File: src/rtl/sdram_bank_decode.sv
module sdram_bank_decode #(
  parameter int NBANK   = 4,
  parameter bit REG_OUT = 1'b0
) (
  input  logic               clk,
  input  logic               rst_n,
  input  logic               glb_en,
  input  logic [NBANK*32-1:0] bank_ctl,
  input  logic [31:0]        addr,
  output logic [NBANK-1:0]   hit_vec,
  output logic               any_hit,
  output logic [31:0]        bank_ofs
);
  localparam int CW      = 32;
  localparam int BASE_LO = 23;
  localparam int CODE_LO = 17;
  localparam int CODE_W  = 3;
  localparam logic [CW-1:0] UNIT = 32'h0040_0000;
  localparam logic [CODE_W-1:0] BAD_CODE = '1;

  logic [NBANK-1:0] raw, pick;
  logic [CW-1:0]    span_mask [NBANK];
  logic [CW-1:0]    inner     [NBANK];
  logic [CW-1:0]    nxt_ofs;
  logic             nxt_any;

  for (genvar g = 0; g < NBANK; g++) begin : g_bank
    logic [CW-1:0]     word;
    logic [CODE_W-1:0] code;
    logic [CW-1:0]     base;
    assign word         = bank_ctl[g*CW +: CW];
    assign code         = word[CODE_LO +: CODE_W];
    assign base         = {word[CW-1:BASE_LO], {BASE_LO{1'b0}}};
    assign span_mask[g] = (UNIT << code) - 32'd1;
    assign inner[g]     = addr & span_mask[g];
    assign raw[g]       = glb_en & word[0] & (code != BAD_CODE) &
                          ((addr & ~span_mask[g]) == (base & ~span_mask[g]));

    assert_code7_R3: assert property (@(posedge clk) disable iff (!rst_n)
      (code == BAD_CODE) |-> !pick[g]);
    assert_ofs_fits_R2: assert property (@(posedge clk) disable iff (!rst_n)
      pick[g] |-> ((nxt_ofs & ~span_mask[g]) == '0));
  end

  assign pick    = raw & (~raw + NBANK'(1));
  assign nxt_any = |raw;

  always_comb begin
    nxt_ofs = '0;
    for (int i = 0; i < NBANK; i++)
      if (pick[i]) nxt_ofs = nxt_ofs | inner[i];
  end

  if (REG_OUT) begin : g_reg
    always_ff @(posedge clk or negedge rst_n) begin
      if (!rst_n) begin
        hit_vec  <= '0;
        any_hit  <= 1'b0;
        bank_ofs <= '0;
      end else begin
        hit_vec  <= pick;
        any_hit  <= nxt_any;
        bank_ofs <= nxt_ofs;
      end
    end
  end else begin : g_comb
    assign hit_vec  = pick;
    assign any_hit  = nxt_any;
    assign bank_ofs = nxt_ofs;
  end

  assert_onehot_R6: assert property (@(posedge clk) disable iff (!rst_n)
    $onehot0(pick));
  assert_glb_off_R4: assert property (@(posedge clk) disable iff (!rst_n)
    !glb_en |-> (pick == '0));
  assert_any_match_R7: assert property (@(posedge clk) disable iff (!rst_n)
    nxt_any == (pick != '0));
  assert_miss_zero_R7: assert property (@(posedge clk) disable iff (!rst_n)
    !any_hit |-> (bank_ofs == '0 && hit_vec == '0));
endmodule

File: config.mk
export PLATFORM = sky130hd
export DESIGN_NAME = sdram_bank_decode
export DESIGN_NICKNAME = d
export VERILOG_FILES = /design/src/rtl/sdram_bank_decode.sv
export SDC_FILE = /design/constraint.sdc
export NUM_CORES = 1
export LEC_CHECK = 0
export BUFFER_PORTS_ARGS = -buffer_cell sky130_fd_sc_hd__buf_2
export CORE_AREA = 2 2 77 79
export DETAILED_ROUTE_END_ITERATION = 12
export DIE_AREA = 0 0 79 81
export GPL_TIMING_DRIVEN = 0
export PLACE_DENSITY = 0.73
export SLEW_MARGIN = 40
export SYNTH_ARGS = -nofsm -noshare
export SYNTH_HDL_FRONTEND = slang
export SYNTH_SLANG_ARGS = --single-unit
File: constraint.sdc
create_clock -name vclk -period 4.8
set_clock_uncertainty 0.1 [all_clocks]
set_input_delay 0.48 -clock vclk [all_inputs]
set_output_delay 0.48 -clock vclk [all_outputs]
set_load 0.01 [all_outputs]
# == Word-level counts from Yosys, hierarchy flattened ==
# Cells that the tools add are included.
# totals
ff_bits,0
output_inout_bits,37
input_bits,163
wordCells,55
# classes
shift,4
mux,4
add_sub_neg,5
n_eq_ne,8
n_bitwise,33
n_reduce_logical,1
# op_table
operator,n
$and A32 B32 Y32,12
$eq A32 B32 Y1,4
$mux W32,4
$not A32 Y32,4
$shl A23 B3 Y32 const A,4
$sub A32 B1 Y32 const B,4
$or A32 B32 Y32,3
$and A1 B1 Y1,12
$ne A3 B3 Y1 const B,4
$add A4 B1 Y4 const B,1
$and A4 B4 Y4,1
$not A4 Y4,1
$reduce_or A4 Y1,1

# == Logic depth before layout (Yosys ltp) ==
# logic_depth
word_depth,16
depth_mapped,13
depth_no_buf,10

# == Least setup slack after synthesis ==
# No wires, ideal clock.
# synth_path
path_kind,input port to output port
startpoint,input bank_ctl[113]
endpoint,output bank_ofs[23]
stages,11
path_slack_ns,1.154
path_buffers,3
arrival_time_ns,3.066
required_time_ns,4.220
path_cell_list,clkbuf_1 or3_1 ha_1 clkbuf_1 xor2_1 o31ai_1 o22ai_1 or4_1 nand2b_1 buf_4 o32ai_2
# synth_between
elab_chain_len,10
elab_cells_between_ends,15
cone_classes,2 x add/sub; 2 x eq/ne; 1 x shift; 1 x mux; 9 x bitwise
# synth_lines
item,line,text
"start, declared",8,"input logic [NBANK*32-1:0] bank_ctl,"
$shl A23 B3 Y32,34,assign span_mask[g] = (UNIT << code) - 32'd1;
$sub A32 B1 Y32,34,
$not A32 Y32,37,((addr & ~span_mask[g]) == (base & ~span_mask[g]));
$and A32 B32 Y32,37,
$eq A32 B32 Y1,37,
$and A1 B1 Y1,36,assign raw[g] = glb_en & word[0] & (code != BAD_CODE) &
$not A4 Y4,45,assign pick = raw & (~raw + NBANK'(1));
$add A4 B1 Y4,45,
$and A4 B4 Y4,45,
$mux W32 *,51,if (pick[i]) nxt_ofs = nxt_ofs | inner[i];
"end, declared",12,output logic [31:0] bank_ofs
# Every way passes the cells marked *; elsewhere a longest branch is shown, timed or not.

# == Worst setup path after layout ==
# layout_path
startpoint,input bank_ctl[83]
endpoint,output bank_ofs[30]
# layout_between
elab_chain_len,12
elab_cells_between_ends,17
cone_classes,2 x add/sub; 2 x eq/ne; 1 x shift; 2 x mux; 10 x bitwise
# layout_lines
item,line
$shl A23 B3 Y32,34
$sub A32 B1 Y32,34
$not A32 Y32,37
$and A32 B32 Y32,37
$eq A32 B32 Y1,37
$and A1 B1 Y1,36
$not A4 Y4,45
$add A4 B1 Y4,45
$and A4 B4 Y4,45
$mux W32,51
$or A32 B32 Y32,51
$mux W32 *,51
# Marked as above.

==> results.toml <==
[cts]
ctsHoldBuffers = 0
post_cts_buffers = 0
post_cts_resize_count = 0

[finish]
syn2layout_area_growth_pct = 39.66
diodes = 0
register_area_um2 = 0
clockBufferCount = 0
final_cell_mix = "113 x buf_2, 29 x xor2_1, 22 x and2_1"
fin_cells = 429
nets = 523
numSequentialCells = 0
drive_gt1_frac = 0.3644
n_fill_cell = 626
fin_util = 0.3929
final_common_cell = "buf_2"

[power_and_ir_drop]
clkPwrFrac = 0
p_leak_nw = 1.126
power_frac_seq = 0
p_int_mw = 0.07736
p_sw_frac = 0.5364
p_comb_frac = 1.000
cellPowerDensity_nw_per_um2 = 74.84
power_switching_mw = 0.08951
ir_worst_vdd_v = 0.00004581

[critical_path]
end_kind = "output pin"
crit_path_start_kind = "input port"
required_ns = 4.22
cp_max_fo = 10
crit_type = "in -> out"
worstPathArrival_ns = 3.63

[sta]
period_needed_ns = 4.206
fmax_mhz = 237.8
finalMaxSlewViolations = 0
grt_setup_unrepaired = "false"
finalHoldViolCount = 0
timing.final.crit_share = 0.8762
tns_ns = 0
setup_viol = 0

[global_routing]
grtUsageTotal = 0.1739
grt_pass1_wl_um = 8970
grt_start_max_net_pins = 11
first_global_vias = 1906
antenna_found_initial = 0
gr-total-overflow = 0

[logic_synthesis]
synth_area_leaders = "xor2_1 16%, and2_1 8.6%, xnor2_1 7.7%, o21ai_0 6.0%, nand2_1 4.9%"
syn_area_per_cell_um2 = 6.490
yosysUniqueCellTypes = 52
yosysSeqAreaShare = 0
yosysWarnings = 0
yosysTopAreaCell = "xor2_1"
synthCells = 246
netlist.area_leader.share = 0.1591
synth_area_um2 = 1597

[die]
die_h_um = 81
ios = 200
dieArea_um2 = 6399
die_w_um = 79
start_util = 0.2813
rows = 28
coreArea_um2 = 5675

[route]
wire_per_inst_um = 14.00
totalWireLength_um = 6008
via_count = 2164
ant_nets = 0
drtIter0Drc = 102
first_pass_iters = 5
vias_per_cell = 5.044
post-route-drc-count = 0

[run_status]
outcome = "completed"

[place]
place_inst = 429
place_hpwl_um = 5077
portBuffers = 107
place_congestion = 0.8586

[min_path]
hold_class = "in -> out"

[flow_run]
cap_violations = 0
==> area by class of cell <==
cell class / instances / area (um2) / area share
inverter: 11 / 41.29 / 0.01852
multi-input combinational: 208 / 1415 / 0.6347
timing repair buffer: 107 / 535.5 / 0.2402
tap: 75 / 93.84 / 0.04209
buffer: 28 / 143.9 / 0.06453
==> metrics by stage <==
stage	instance area, um2	hold WS (ns)	setup WS, ns	power (mW)
after floorplan	1600	0.9990	1.154	0.1031
after global placement	2230	1.146	0.7214	0.1628
after detailed placement	2230	1.145	0.6906	0.1650
after CTS	2230	1.145	0.6765	0.1659
after global routing	2230	1.156	0.4390	0.1848
final	2230	1.143	0.5943	0.1669
==> logic make-up after synthesis <==
group,count (synthesis),share of synthesized area
adders and majority gates,4,0.03135
other,1,0.002349
xor gates and xnor gates,43,0.2359
buffers and inverters,39,0.1160
and+or+nand+nor,96,0.3464
AOI/OAI and AO/OA,61,0.2555
muxes,2,0.01254
==> final timing paths <==
check	cells after the start	endpoint	slack, ns	startpoint
setup / recovery	13	bank_ofs[30]	0.59	bank_ctl[83]
hold / removal	3	bank_ofs[6]	1.14	addr[6]
==> worst max-delay path, cell delays in order <==
cell,delay [ns]
buf_2,0.12
clkbuf_1,0.20
or3_1,0.38
ha_1,0.20
buf_2,0.16
nor4b_1,0.41
or4_1,0.19
o2111ai_1,0.16
or3_1,0.44
nor2b_1,0.34
a21oi_1,0.14
o22ai_1,0.24
buf_2,0.17
==> synthesized netlist by cell type, types with 6 or more instances <==
master	n
buf_2	6
nor2_1	13
and2_1	22
clkbuf_1	15
nor3_1	6
o21ai_0	19
a21oi_1	9
nand2_1	21
xor2_1	29
xnor2_1	14
inv_1	11
o22ai_1	7
==> metal layers <==
layer	routed length, um	GRT usage	vias to the layer above
met2	2741	0.3136	140
met5	0	0	-
met1	2646	0.2325	949
met3	574	0.01444	4
li1	-	-	1071
met4	45	0.02069	0
==> power groups by stage <==
stage	Combinational (mW)	Sequential [mW]	Clock, mW
3_3_place_gp	0.163	0	0
4_1_cts	0.166	0	0
6_report	0.167	0	0
5_1_grt	0.185	0	0
2_1_floorplan	0.103	0	0
3_5_place_dp	0.165	0	0
Note: power is estimated with default switching activity, not from simulation.
